--- src/rtl/pwi_pkg.sv ---
// Package for the two-wire control port.
// Holds the byte-engine state encoding, the bank-select codes and the
// control-bit bundle that the engine and the register bank share.
package pwi_pkg;

    localparam int BITS_PER_BYTE = 8;
    localparam int BIT_W         = $clog2(BITS_PER_BYTE + 1);

    // Bank-select codes carried in bits [7:6] of a written byte
    localparam logic [1:0] SEL_BANK_A = 2'b00;
    localparam logic [1:0] SEL_BANK_B = 2'b01;

    typedef enum logic [2:0] {
        ST_IDLE = 3'd0,   // no transaction in progress
        ST_ADDR = 3'd1,   // shifting the address byte in
        ST_AACK = 3'd2,   // driving the address acknowledge
        ST_WDAT = 3'd3,   // shifting the write byte in
        ST_WACK = 3'd4,   // driving the data acknowledge
        ST_RDAT = 3'd5,   // shifting a status byte out
        ST_RACK = 3'd6,   // watching the host acknowledge
        ST_SKIP = 3'd7    // silent until the next START or STOP
    } eng_state_t;

    typedef struct packed {
        logic en_b;
        logic en_a;
        logic vsel;
        logic tone;
        logic lcomp;
    } ctrl_t;

endpackage

--- src/rtl/pwi_sync_edge.sv ---
// Bus line conditioner.
// Brings SCL and SDA into the clock domain through a STAGES-deep flop
// chain, keeps one more delayed copy of each, and decodes SCL rise/fall
// plus START/STOP from that pair. Assumes the bus is much slower than clk
// (several clk periods per SCL phase) and that both lines idle high.
module pwi_sync_edge #(
    parameter int STAGES = 2
) (
    input  logic clk,
    input  logic rst_n,
    input  logic scl_i,
    input  logic sda_i,
    output logic scl_rise,
    output logic scl_fall,
    output logic sda_lvl,
    output logic start_det,
    output logic stop_det
);

    localparam int LINES = 2;   // index 0 = SCL, index 1 = SDA

    logic [LINES-1:0] raw;
    logic [LINES-1:0] synced;
    logic [LINES-1:0] delayed;

    assign raw = {sda_i, scl_i};

    for (genvar gi = 0; gi < LINES; gi++) begin : g_line
        logic [STAGES-1:0] chain;

        // Shift the raw line level through the synchronizer chain
        always_ff @(posedge clk) begin
            if (!rst_n) chain <= '1;
            else        chain <= {chain[STAGES-2:0], raw[gi]};
        end

        assign synced[gi] = chain[STAGES-1];

        // Keep the previous synchronized level for edge decoding
        always_ff @(posedge clk) begin
            if (!rst_n) delayed[gi] <= 1'b1;
            else        delayed[gi] <= synced[gi];
        end
    end

    assign scl_rise  =  synced[0] & ~delayed[0];
    assign scl_fall  = ~synced[0] &  delayed[0];
    assign sda_lvl   =  synced[1];
    assign start_det =  synced[0] & delayed[0] &  delayed[1] & ~synced[1];
    assign stop_det  =  synced[0] & delayed[0] & ~delayed[1] &  synced[1];

endmodule

--- src/rtl/pwi_engine.sv ---
// Byte engine of the two-wire control port.
// Counts bits on SCL rises, moves SDA only on SCL falls, matches the
// device address, gates every acknowledge with power-good, issues a
// one-cycle write strobe for the single data byte and serializes the
// status byte on reads. Assumes conditioned edge pulses from
// pwi_sync_edge, of which at most one is active in any cycle.
module pwi_engine
    import pwi_pkg::*;
#(
    parameter logic [6:0] DEV_ADDR = 7'h08
) (
    input  logic       clk,
    input  logic       rst_n,
    input  logic       start_det,
    input  logic       stop_det,
    input  logic       scl_rise,
    input  logic       scl_fall,
    input  logic       sda_lvl,
    input  logic       pgood,
    input  logic [7:0] status_byte,
    output logic       sda_oe,
    output logic       wr_stb,
    output logic [1:0] wr_sel,
    output logic [2:0] wr_bits
);

    localparam logic [BIT_W-1:0] LAST_BIT = BIT_W'(BITS_PER_BYTE);

    eng_state_t       st;
    logic [BIT_W-1:0] cnt;
    logic [7:0]       rx_sr;
    logic [7:0]       tx_sr;
    logic             rnw;
    logic             host_ack;
    logic             addr_hit;

    assign addr_hit = (rx_sr[7:1] == DEV_ADDR);
    assign wr_sel   = rx_sr[7:6];
    assign wr_bits  = rx_sr[2:0];

    // Main sequencer: framing, acknowledge, write strobe and read shifting
    always_ff @(posedge clk) begin
        if (!rst_n) begin
            st       <= ST_IDLE;
            cnt      <= '0;
            rx_sr    <= '0;
            tx_sr    <= '0;
            rnw      <= 1'b0;
            host_ack <= 1'b0;
            sda_oe   <= 1'b0;
            wr_stb   <= 1'b0;
        end else begin
            wr_stb <= 1'b0;
            if (start_det) begin
                st     <= ST_ADDR;
                cnt    <= '0;
                sda_oe <= 1'b0;
            end else if (stop_det) begin
                st     <= ST_IDLE;
                cnt    <= '0;
                sda_oe <= 1'b0;
            end else begin
                case (st)
                    ST_ADDR: begin
                        if (scl_rise && cnt < LAST_BIT) begin
                            rx_sr <= {rx_sr[6:0], sda_lvl};
                            cnt   <= cnt + 1'b1;
                        end else if (scl_fall && cnt == LAST_BIT) begin
                            if (addr_hit && pgood) begin
                                sda_oe <= 1'b1;
                                rnw    <= rx_sr[0];
                                st     <= ST_AACK;
                            end else begin
                                st <= ST_SKIP;
                            end
                        end
                    end
                    ST_AACK: begin
                        if (scl_fall) begin
                            cnt <= '0;
                            if (rnw) begin
                                sda_oe <= ~status_byte[7];
                                tx_sr  <= {status_byte[6:0], 1'b0};
                                st     <= ST_RDAT;
                            end else begin
                                sda_oe <= 1'b0;
                                st     <= ST_WDAT;
                            end
                        end
                    end
                    ST_WDAT: begin
                        if (scl_rise && cnt < LAST_BIT) begin
                            rx_sr <= {rx_sr[6:0], sda_lvl};
                            cnt   <= cnt + 1'b1;
                        end else if (scl_fall && cnt == LAST_BIT) begin
                            if (pgood) begin
                                sda_oe <= 1'b1;
                                wr_stb <= 1'b1;
                                st     <= ST_WACK;
                            end else begin
                                st <= ST_SKIP;
                            end
                        end
                    end
                    ST_WACK: begin
                        if (scl_fall) begin
                            sda_oe <= 1'b0;
                            st     <= ST_SKIP;
                        end
                    end
                    ST_RDAT: begin
                        if (scl_rise) begin
                            cnt <= cnt + 1'b1;
                        end else if (scl_fall) begin
                            if (cnt == LAST_BIT) begin
                                sda_oe <= 1'b0;
                                st     <= ST_RACK;
                            end else begin
                                sda_oe <= ~tx_sr[7];
                                tx_sr  <= {tx_sr[6:0], 1'b0};
                            end
                        end
                    end
                    ST_RACK: begin
                        if (scl_rise) begin
                            host_ack <= ~sda_lvl;
                        end else if (scl_fall) begin
                            if (host_ack) begin
                                cnt    <= '0;
                                sda_oe <= ~status_byte[7];
                                tx_sr  <= {status_byte[6:0], 1'b0};
                                st     <= ST_RDAT;
                            end else begin
                                st <= ST_SKIP;
                            end
                        end
                    end
                    default: begin
                        sda_oe <= 1'b0;
                    end
                endcase
            end
        end
    end

    AST_START_RESTARTS: assert property (@(posedge clk) disable iff (!rst_n)
        start_det |=> (st == ST_ADDR && cnt == '0));
    AST_STOP_RELEASES: assert property (@(posedge clk) disable iff (!rst_n)
        stop_det |=> (st == ST_IDLE && !sda_oe));
    AST_BIT_COUNT_RANGE: assert property (@(posedge clk) disable iff (!rst_n)
        cnt <= LAST_BIT);
    AST_OE_MOVES_ON_FALL: assert property (@(posedge clk) disable iff (!rst_n)
        (sda_oe != $past(sda_oe)) && !$past(start_det || stop_det) |-> $past(scl_fall));
    AST_SKIP_SILENT: assert property (@(posedge clk) disable iff (!rst_n)
        (st == ST_SKIP) |-> !sda_oe);
    AST_ACK_NEEDS_PGOOD: assert property (@(posedge clk) disable iff (!rst_n)
        $rose(sda_oe) && (st == ST_AACK || st == ST_WACK) |-> $past(pgood));
    AST_STROBE_NEEDS_PGOOD: assert property (@(posedge clk) disable iff (!rst_n)
        wr_stb |-> $past(pgood));
    AST_RACK_RELEASED: assert property (@(posedge clk) disable iff (!rst_n)
        (st == ST_RACK) |-> !sda_oe);

endmodule

--- src/rtl/pwi_regs.sv ---
// Control register bank of the two-wire control port.
// Applies a write strobe to the bank named by the select field and
// assembles the status byte from the live flags and the current
// controls. Assumes wr_sel and wr_bits are stable while wr_stb is high.
module pwi_regs
    import pwi_pkg::*;
(
    input  logic       clk,
    input  logic       rst_n,
    input  logic       wr_stb,
    input  logic [1:0] wr_sel,
    input  logic [2:0] wr_bits,
    input  logic       ovtemp,
    input  logic       ovload,
    output ctrl_t      ctrl,
    output logic [7:0] status_byte
);

    // Update the selected bank on a write strobe; other selects are dropped
    always_ff @(posedge clk) begin
        if (!rst_n) begin
            ctrl <= '0;
        end else if (wr_stb) begin
            case (wr_sel)
                SEL_BANK_A: begin
                    ctrl.lcomp <= wr_bits[0];
                    ctrl.tone  <= wr_bits[1];
                    ctrl.vsel  <= wr_bits[2];
                end
                SEL_BANK_B: begin
                    ctrl.en_a <= wr_bits[0];
                    ctrl.en_b <= wr_bits[1];
                end
                default: ;
            endcase
        end
    end

    // Status byte: flags on top, a zero gap, then the control bits
    assign status_byte = {ovtemp, ovload, 1'b0, ctrl.en_b, ctrl.en_a,
                          ctrl.vsel, ctrl.tone, ctrl.lcomp};

    AST_QUIET_WITHOUT_STROBE: assert property (@(posedge clk) disable iff (!rst_n)
        !wr_stb |=> $stable(ctrl));
    AST_UPPER_SELECT_INERT: assert property (@(posedge clk) disable iff (!rst_n)
        (wr_stb && wr_sel[1]) |=> $stable(ctrl));
    AST_BANK_A_KEEPS_B: assert property (@(posedge clk) disable iff (!rst_n)
        (wr_stb && wr_sel == SEL_BANK_A) |=> $stable({ctrl.en_b, ctrl.en_a}));

endmodule

--- src/rtl/pwrctl_i2c_slave.sv ---
// Top of the two-wire control port for a supply regulator.
// Wires the line conditioner, the byte engine and the register bank,
// and exposes the control bits and the open-drain SDA pull-down enable.
// Assumes the pad drives SDA low when sda_oe_o is 1 and releases it otherwise.
module pwrctl_i2c_slave
    import pwi_pkg::*;
#(
    parameter logic [6:0] DEV_ADDR    = 7'h08,
    parameter int         SYNC_STAGES = 2
) (
    input  logic clk,
    input  logic rst_n,
    input  logic scl_i,
    input  logic sda_i,
    output logic sda_oe_o,
    input  logic pgood_i,
    input  logic ovtemp_i,
    input  logic ovload_i,
    output logic lcomp_o,
    output logic tone_o,
    output logic vsel_o,
    output logic en_a_o,
    output logic en_b_o
);

    logic       scl_rise;
    logic       scl_fall;
    logic       sda_lvl;
    logic       start_det;
    logic       stop_det;
    logic       wr_stb;
    logic [1:0] wr_sel;
    logic [2:0] wr_bits;
    logic [7:0] status_byte;
    ctrl_t      ctrl;

    pwi_sync_edge #(.STAGES(SYNC_STAGES)) u_sync (
        .clk       (clk),
        .rst_n     (rst_n),
        .scl_i     (scl_i),
        .sda_i     (sda_i),
        .scl_rise  (scl_rise),
        .scl_fall  (scl_fall),
        .sda_lvl   (sda_lvl),
        .start_det (start_det),
        .stop_det  (stop_det)
    );

    pwi_engine #(.DEV_ADDR(DEV_ADDR)) u_engine (
        .clk         (clk),
        .rst_n       (rst_n),
        .start_det   (start_det),
        .stop_det    (stop_det),
        .scl_rise    (scl_rise),
        .scl_fall    (scl_fall),
        .sda_lvl     (sda_lvl),
        .pgood       (pgood_i),
        .status_byte (status_byte),
        .sda_oe      (sda_oe_o),
        .wr_stb      (wr_stb),
        .wr_sel      (wr_sel),
        .wr_bits     (wr_bits)
    );

    pwi_regs u_regs (
        .clk         (clk),
        .rst_n       (rst_n),
        .wr_stb      (wr_stb),
        .wr_sel      (wr_sel),
        .wr_bits     (wr_bits),
        .ovtemp      (ovtemp_i),
        .ovload      (ovload_i),
        .ctrl        (ctrl),
        .status_byte (status_byte)
    );

    assign lcomp_o = ctrl.lcomp;
    assign tone_o  = ctrl.tone;
    assign vsel_o  = ctrl.vsel;
    assign en_a_o  = ctrl.en_a;
    assign en_b_o  = ctrl.en_b;

    AST_RESET_RELEASED: assert property (@(posedge clk)
        !rst_n |=> !sda_oe_o);

endmodule

--- config.mk ---
export PLATFORM = sky130hd
export DESIGN_NAME = pwrctl_i2c_slave
export DESIGN_NICKNAME = d
export VERILOG_FILES = /design/src/rtl/pwi_pkg.sv /design/src/rtl/pwi_sync_edge.sv /design/src/rtl/pwi_engine.sv /design/src/rtl/pwi_regs.sv /design/src/rtl/pwrctl_i2c_slave.sv
export SDC_FILE = /design/constraint.sdc
export NUM_CORES = 1
export LEC_CHECK = 0
export ABC_AREA = 1
export CAP_MARGIN = 20
export CORE_AREA = 5 5 67 69
export CTS_BUF_LIST = sky130_fd_sc_hd__clkbuf_2
export CTS_CLUSTER_SIZE = 28
export DETAILED_ROUTE_END_ITERATION = 7
export DIE_AREA = 0 0 72 74
export PLACE_DENSITY_LB_ADDON = 0.12
export SYNTH_ARGS = -nofsm -noshare
export SYNTH_HDL_FRONTEND = slang
export SYNTH_SLANG_ARGS = --single-unit
export TNS_END_PERCENT = 10
--- constraint.sdc ---
create_clock -name clk -period 1.8 [get_ports clk]
set_input_delay 0.36 -clock clk [delete_from_list [all_inputs] [get_ports clk]]
set_output_delay 0.36 -clock clk [all_outputs]
set_load 0.1 [all_outputs]
# ---- After elaboration in Yosys (flattened, before gate mapping)
# Index checks and enable logic that the tools add are counted.
dict set report word_totals {
  inputBits 7
  reg_bits 38
  word_cells 149
  out_inout_bits 6
}
dict set report classes {
  eq_ne 38
  n_mux 51
  magnitude_cmp 1
  addsub 1
  reduce_logical 21
  n_bitwise 19
}
# cell n
set ops {}
lappend ops {{two-way mux 8 bit} 8}
lappend ops {{two-way mux 3 bit} 13}
lappend ops {{inequality test 4 x 3 -> 1 bit, second input constant} 7}
lappend ops {{two-way mux 4 bit} 6}
lappend ops {{inequality test 2 x 1 -> 1 bit, second input constant} 12}
lappend ops {{case mux 8 bit (3 select lines)} 1}
lappend ops {{AND reduction 12 bit} 2}
lappend ops {{two-way mux 1 bit} 18}
lappend ops {{case mux 3 bit (6 select lines)} 1}
lappend ops {{inequality test 4 bit, second input constant} 4}
lappend ops {{case mux 4 bit (4 select lines)} 1}
lappend ops {{AND reduction 13 bit} 1}
lappend ops {{inequality test 2 bit, second input constant} 6}
lappend ops {{NOT 1 bit} 12}
lappend ops {{AND reduction 11 bit} 1}
lappend ops {{== test 3 bit, second input constant} 3}
lappend ops {{AND reduction 4 bit} 2}
lappend ops {{nonzero test 8 bit} 1}
lappend ops {{AND 1 bit} 7}
lappend ops {{== test 7 x 4 -> 1 bit, second input constant} 1}
lappend ops {{AND reduction 7 bit} 1}
lappend ops {{== test 3 x 2 -> 1 bit, second input constant} 2}
lappend ops {{case mux 1 bit (6 select lines)} 1}
lappend ops {{AND reduction 6 bit} 1}
lappend ops {{15 further kinds} 19}

# ---- Depth between registers and ports, before layout
# Gate-level depths: netlist of the first run.
dict set report depth {
  ltp_word 8
  ltp_mapped 13
  mapped_depth_nobuf 13
}

# ---- Hierarchy
# From an unflattened synthesis of the first run, not the netlist that was laid out.
dict set report unflattened {
  cells_unflattened 332
  area_unflattened_um2 2179.6
}
# mod n_inst area_each_um2 cells_each
set by_module_without_submodules {}
lappend by_module_without_submodules {pwi_engine 1 1695.4 263}
lappend by_module_without_submodules {pwi_regs 1 285.3 42}
lappend by_module_without_submodules {pwi_sync_edge 1 198.9 27}

# ---- Least setup slack after synthesis of the first run
# Ideal clock, no wire load.
dict set report synth_path {
  kind {register -> register}
  startpoint {register u_engine.cnt[0]}
  endpoint {register u_engine.st[0]}
  synth_period_minus_slack_ns 1.455
  path_slack_ns 0.345
  arrival_time_ns 1.343
  setup_ns 0.111
  path_buffers 0
  t_required_ns 1.689
  stages_incl_launch_ff 14
  cell_sequence {dfxtp_1 -> inv_1 -> ha_1 -> nand2_1 -> nor2_1 -> nand2_1 -> nand2_1 -> nand2_1 -> inv_1 -> nand2_1 -> nand2_1 -> nand2_1 -> nor2_1 -> nor2_1}
}
dict set report synth_between {
  elab_chain_cells 4
}
# element line_no
set synth_rtl {}
lappend synth_rtl {{from (decl)} pwi_engine.sv:30} ;# logic [BIT_W-1:0] cnt;
lappend synth_rtl {{from (signal assigned)} pwi_engine.sv:67} ;# cnt <= cnt + 1'b1;
lappend synth_rtl {{from (signal assigned)} pwi_engine.sv:94} ;# cnt <= cnt + 1'b1;
lappend synth_rtl {{from (signal assigned)} pwi_engine.sv:113} ;# cnt <= cnt + 1'b1;
lappend synth_rtl {{less-than comparator 4 bit or == test 4 bit (tied branches)} n/a}
lappend synth_rtl {{logical AND 1 bit (on tied branches)} n/a}
lappend synth_rtl {{inequality test 4 bit (no source line) or inequality test 4 x 3 -> 1 bit (tied branches)} n/a}
lappend synth_rtl {{AND reduction 12 bit (no source line) *} n/a}
lappend synth_rtl {{to (signal assigned)} pwi_engine.sv:72} ;# st <= ST_AACK;
lappend synth_rtl {{to (signal assigned)} pwi_engine.sv:74} ;# st <= ST_SKIP;
lappend synth_rtl {{to (signal assigned)} pwi_engine.sv:99} ;# st <= ST_WACK;
lappend synth_rtl {{to (decl)} pwi_engine.sv:29} ;# eng_state_t st;
# Every way passes the cells marked *; elsewhere a longest branch is shown, timed or not.
# A chain may end at the register's enable or synchronous reset.

# ---- Final worst setup path of the first run
dict set report layout_path {
  startpoint {register u_engine.cnt[0]}
  endpoint {register u_engine.st[2]}
}
dict set report layout_between {
  elab_chain_cells 4
}
# element
set layout_rtl {}
lappend layout_rtl {{less-than comparator 4 bit or == test 4 bit (tied branches)}}
lappend layout_rtl {{logical AND 1 bit (on tied branches)}}
lappend layout_rtl {{inequality test 2 bit (no source line) or inequality test 2 x 1 -> 1 bit (tied branches)}}
lappend layout_rtl {{AND reduction 12 bit (no source line) *}}
# Marks and branches as above.

==> impl_metrics.ini, run 1 <==
[synth]
yosys-top-cells-count = 57 x nand2_1, 48 x nor2_1, 37 x dfxtp_1
synth_compound_area_frac = 0.174
synth_fa_ha_area_frac = 0.0135
yosysUniqueCellTypes = 32
synthCells = 278
synth-edff-count = 0
ys_seq_area_frac = 0.399
ys_warn_count = 0
synth_largest_area_cell = dfxtp_1
ys_top_cells_by_area = dfxtp_1 40%, nand2_1 12%, nor2_1 9.7%
yosys-mux-area-fraction = 0
syn_nets = 287
yosys.area.top_type_share = 0.399
synthFlopType = dfxtp_1
async_reset_ff_frac = 0
ys_seq_elements = 37
synth_xor_area_frac = 0.00471
synth_top_family_by_area = simple AND/OR/NAND/NOR gates
synth.most_common_cell = nand2_1
synthSimpleGateAreaFrac = 0.317
netlist_area_sq_mm = 0.00186
syn_avg_cell_area_sq_um = 6.68

[setup_path]
arrival_ps = 1930
path_delay_family = simple AND/OR/NAND/NOR gates
crit_fanout = 5
crit_slowest_cell = dfxtp_1
critPathMaxStageDelay_ps = 360
worstPathCellList = inv_1 -> ha_1 -> nand2_1 -> nor2_2 -> nand2_1 -> nand2_1 -> nand2_1 -> inv_1 -> nand2_1 -> o21ai_0 -> nor2_1
worst_ep_required_time_ps = 2110
cpMostUsedCell = nand2_1
start_kind = flop
path_buf_inv = 2
path_class = flop to flop
end_kind = flop

[routing]
remaining_drc_errors = 0
wl_mm = 4.25
via_per_inst = 5.03
first_pass_iters = 4
postRouteAntennaNets = 0
vias = 1781
wire_per_inst_um = 12.0
drt_iter0_markers = 143

[power_and_ir_drop]
p_comb_frac = 0.415
switching_power_uw = 1070
p_leak_uw = 0.000999
p_int_uw = 1500
pwr-share-clk = 0.203
p_sw_frac = 0.415
ir_drop_uv = 415
power_frac_seq = 0.382
p_per_area_mw_per_mm2 = 1150

[global_route]
grt_pass1_vias = 1658
grt_max_degree = 19
grt_pass1_wl_mm = 7.43
grt_usage = 0.178
grt_overflow = 0
grt_antenna_before_repair = 0

[clock_network]
htree_num_levels = 2
clk_pin_slew_ps = 200
clock_latency_ps = 380
cts_buffers = 5
clock_path_buffers = 2
hold_buffers = 0
cts_setup_buffers = 0
cts_tree = done
cts_sinks = 37
clockRootBuffer = clkbuf_2

[floorplan]
die_h_um = 74
ioPinCount = 13
rows = 23
start_util = 0.482
die_area_sq_mm = 0.00533
die_x_um = 72
core_sq_mm = 0.00386

[timing]
post-route-period-util = 0.904
worstMarginPinSlew_ps = 331
max_slew_margin = 0.779
slew_viol_final = 0
fin_crit_ps = 1630
final.setup.tns_ps = 0
fin_hold_ws_ps = 457
hold_viol_final = 0
finalClockSkew_ps = 9.60
fmax_mhz = 615
finalSetupViolations = 0

[placed_design]
portBuffers = 12
gp_congestion = 0.901
place_area_sq_mm = 0.00215
hpwl_mm = 3.24

[layout]
drive_gt1_frac = 0.155
syn2layout_area_growth_pct = 20.5
final_nets = 312
stdcell_area_sq_mm = 0.00224
antennaDiodeCount = 0
multiInputGateArea_sq_um = 962
n_fill_cell = 372
final_core_util = 0.580
regArea_sq_um = 742

[min_path]
hold_class = flop to flop

[outcome]
status = complete, no violations

[run]
max_cap_viol_count = 0
area by class of cell:
class,count,share of cell area
Timing Repair Buffer,23,0.117
Sequential cell,37,0.331
Clock buffer,5,0.0112
Inverter,38,0.0637
Multi-Input combinational cell,198,0.430
Clock inverter,3,0.0184
Tap cell,50,0.0279
worst paths after layout:
check                                               start  slack, ps  depth (start not counted)                   endpoint
worst max-delay path                      u_engine.cnt[0]        170                         11             u_engine.st[2]
worst min-delay path            u_sync.g_line[1].chain[0]        460                          1  u_sync.g_line[1].chain[1]
worst max register to register            u_engine.cnt[0]        170                         11             u_engine.st[2]
worst min register to register  u_sync.g_line[1].chain[0]        460                          1  u_sync.g_line[1].chain[1]
power groups by stage:
stage	Combinational (uW)	Sequential, uW	Clock (uW)
2_1_floorplan	746	1020	0
3_3_place_gp	1040	998	0
3_5_place_dp	1040	994	0
4_1_cts	1050	977	537
5_1_grt	1190	992	581
6_report	1070	982	522
through the flow:
stage	worst slack (ps)	total power [uW]	cells
2_1_floorplan	345	1760	278
3_3_place_gp	105	2030	346
3_5_place_dp	75.7	2030	346
4_1_cts	85.4	2560	354
5_1_grt	-21.7	2770	354
6_report	173	2570	354
layer usage:
layer | routed length (um) | track usage | share of wire | vias up
met5 | 0 | 0 | 0 | -
met4 | 74 | 0.0710 | 0.017 | 0
met3 | 181 | 0.0405 | 0.043 | 7
met2 | 2020 | 0.300 | 0.48 | 45
met1 | 1980 | 0.221 | 0.46 | 793
li1 | - | - | - | 936
state kept, by name, indices dropped and copies added (netlist names):
signal / flops
u_regs.ctrl: 5
u_engine.st: 3
u_engine.rnw: 1
u_engine.rx_sr: 8
u_engine.tx_sr: 7
u_engine.wr_stb: 1
u_engine.cnt: 4
u_sync.g_line.chain: 4
u_engine.host_ack: 1
u_engine.sda_oe: 1
u_sync.delayed: 2
cells by family (layout without fill, tap and decap cells):
logic type | Yosys count | after routing
buf+inv | 43 | 69
fa+ha+maj | 2 | 2
xor+xnor | 1 | 1
compound gates | 58 | 58
simple gates | 137 | 137
flops | 37 | 37
timing repair:
action	4_1_cts	5_1_grt
resized for setup	0	5
endpoints found under the setup margin	0	8
endpoints found under the hold margin	0	0
layout by cell type (no fill, tap or decap), drive strengths merged:
cell and instances:
buf 17, a21oi 20, inv 37, bufinv 1
nor2 51, o21bai 1, nor3b 1, a211oi 1
clkdlybuf4s50 6, xor2 1, o21ai 32, nand2 62
clkinv 2, nor4 1, dfxtp 37, clkbuf 5
o21a 1, nand4 1, o2111ai 1, nand3b 2
o211ai 2, nand3 11, or2 4, nor3 4
ha 2, clkinvlp 1
(Power assumes the default switching activity.)
==> run 2, diff against run 1 <==
Settings changed: GPL_TIMING_DRIVEN from default to 0, TNS_END_PERCENT 10 to 100.
==> run 2 against run 1 <==
  * First-iteration DRC count down 18%
  * Clock skew up 1.7 ps
  * Largest cell class unchanged
  * Highest routed layer unchanged
  * Clock-buffer cell count up 1
==> impl_metrics.ini, run 2 (synthesized netlist as in run 1, its figures left out) <==
[setup_path]
crit_fanout = 3
worst_ep_required_time_ps = 1440
path_delay_family = buffers and inverters
timing.rr.end = u_engine.tx_sr[4]
path_buf_inv = 1
worstPathCellList = clkdlybuf4s15_2
path_class = flop to primary output
regToRegSetupSlack_ps = 160
reg2regPathDepth = 9
arrival_ps = 1330
r2r_start = u_engine.cnt[0]
critPathMaxStageDelay_ps = 570
crit_slowest_cell = clkdlybuf4s15_2
end_kind = primary output
start_kind = flop

[layout]
syn2layout_area_growth_pct = 12.6
final_nets = 306
n_fill_cell = 393
largest_register_ff_count = 8
top_regs = u_engine.rx_sr: 8 flops, u_engine.tx_sr: 7 flops, u_regs.ctrl: 5 flops
multiInputGateArea_sq_um = 956
fin_cells = 347
drive_gt1_frac = 0.121
regArea_sq_um = 741
largest-register = u_engine.rx_sr
layout_common_cells = 56 x nand2_1, 47 x nor2_1, 37 x dfxtp_1, 34 x inv_1, 23 x o21ai_0
antennaDiodeCount = 0
final_common_cell = nand2_1

[min_path]
hold_start = u_sync.g_line[0].chain[0]
hold_path_end = u_sync.g_line[0].chain[1]
holdPathStages = 1
hold_class = flop to flop

[clock_network]
clk_pin_slew_ps = 170
cts_setup_buffers = 0
hold_buffers = 0
cts_buffers = 5
clockRootBuffer = clkbuf_2
clock_latency_ps = 370
cts_sinks = 37
cts_tree = done
htree_num_levels = 2
clock_path_buffers = 2

[global_route]
grt_usage = 0.169
grt_overflow = 0
grt_max_degree = 11
grt_pass1_wl_mm = 7.02
grt_pass1_vias = 1598
grt_antenna_before_repair = 0

[floorplan]
core_sq_mm = 0.00386
ioPinCount = 13
start_util = 0.482
die_area_sq_mm = 0.00533
die_h_um = 74
die_x_um = 72
rows = 23

[placed_design]
portBuffers = 12
hpwl_mm = 2.97
gp_congestion = 0.856
dp.cells = 340
place_ws_ps = -77.2

[power_and_ir_drop]
switching_power_uw = 979
p_per_area_mw_per_mm2 = 1090
pwr-share-clk = 0.148
power_uw = 2280
ir_drop_uv = 501
power_frac_seq = 0.423
p_sw_frac = 0.429
p_int_uw = 1300
p_comb_frac = 0.429
p_leak_uw = 0.000923

[routing]
vias = 1730
via_per_inst = 4.99
postRouteAntennaNets = 0
first_pass_iters = 4
wl_mm = 3.97
drt_iter0_markers = 117
wire_per_inst_um = 11.4
remaining_drc_errors = 0

[timing]
fin_crit_ps = 1690
setup_slack_ps = 106
worstMarginPinSlew_ps = 550
grt_setup_unrepaired = no
fmax_mhz = 590
post-route-period-util = 0.941
slew_viol_final = 0
max_slew_margin = 0.635
finalClockSkew_ps = 11.3
finalSetupViolations = 0
hold_viol_final = 0

[run]
max_cap_viol_count = 0

[outcome]
status = complete, no violations
==> run 2: repair_timing <==
item / in CTS / in global routing
cloned: 0 / 0
setup endpoints to repair: 8 / 3
hold endpoints to repair: 0 / 0
resized for setup: 19 / 3
==> run 2: area by class of cell <==
cell class | count | share of cell area
Timing Repair Buffer | 12 | 0.0610
Multi-Input combinational cell | 198 | 0.457
Buffer | 5 | 0.0138
Tap cell | 50 | 0.0299
Clock inverter | 1 | 0.00179
Clock buffer | 6 | 0.0144
Inverter | 38 | 0.0682
Sequential cell | 37 | 0.354
==> run 2: power by group through the flow <==
stage | registers, uW | logic [uW] | clock network, uW
2_1_floorplan | 1020 | 746 | 0
3_3_place_gp | 984 | 983 | 0
3_5_place_dp | 981 | 976 | 0
4_1_cts | 965 | 976 | 363
5_1_grt | 978 | 1130 | 396
6_report | 964 | 979 | 338
==> run 2: metal layers <==
| metal | vias to the layer above | share of wire | track usage |
|---|---|---|---|
| met1 | 771 | 0.47 | 0.207 |
| met5 | - | 0 | 0 |
| met2 | 29 | 0.48 | 0.284 |
| li1 | 923 | - | - |
| met4 | 0 | 0.018 | 0.0752 |
| met3 | 7 | 0.032 | 0.0419 |
==> run 2: stage by stage <==
stage / hold WS [ps] / cell area [sq um] / util / setup TNS (ps)
after floorplan: 393 / 1860 / - / 0
after global placement: 394 / 2040 / 0.529 / -320
after detailed placement: 398 / 2040 / 0.529 / -362
after CTS: 438 / 2080 / 0.541 / 0
after global routing: 456 / 2090 / 0.543 / 0
final: 427 / 2090 / 0.543 / 0
==> run 2: how the worst max path moves through the flow <==
stage	start	end	slack (ps)	depth (start not counted)
floorplan	u_engine.cnt[0]	u_engine.st[0]	350	13
global placement	u_regs.ctrl[2]	vsel_o	-60	1
detailed placement	pgood_i	u_engine.rnw	-80	8
CTS	u_regs.ctrl[2]	vsel_o	50	1
global route	u_regs.ctrl[2]	vsel_o	3	1
finish	u_regs.ctrl[2]	vsel_o	110	1
==> run 3, diff against run 2 <==
Settings changed: GPL_ROUTABILITY_DRIVEN from default to 1.
==> results of run 3 <==
The final DEF is identical to that of run 2; final timing and power are the same.
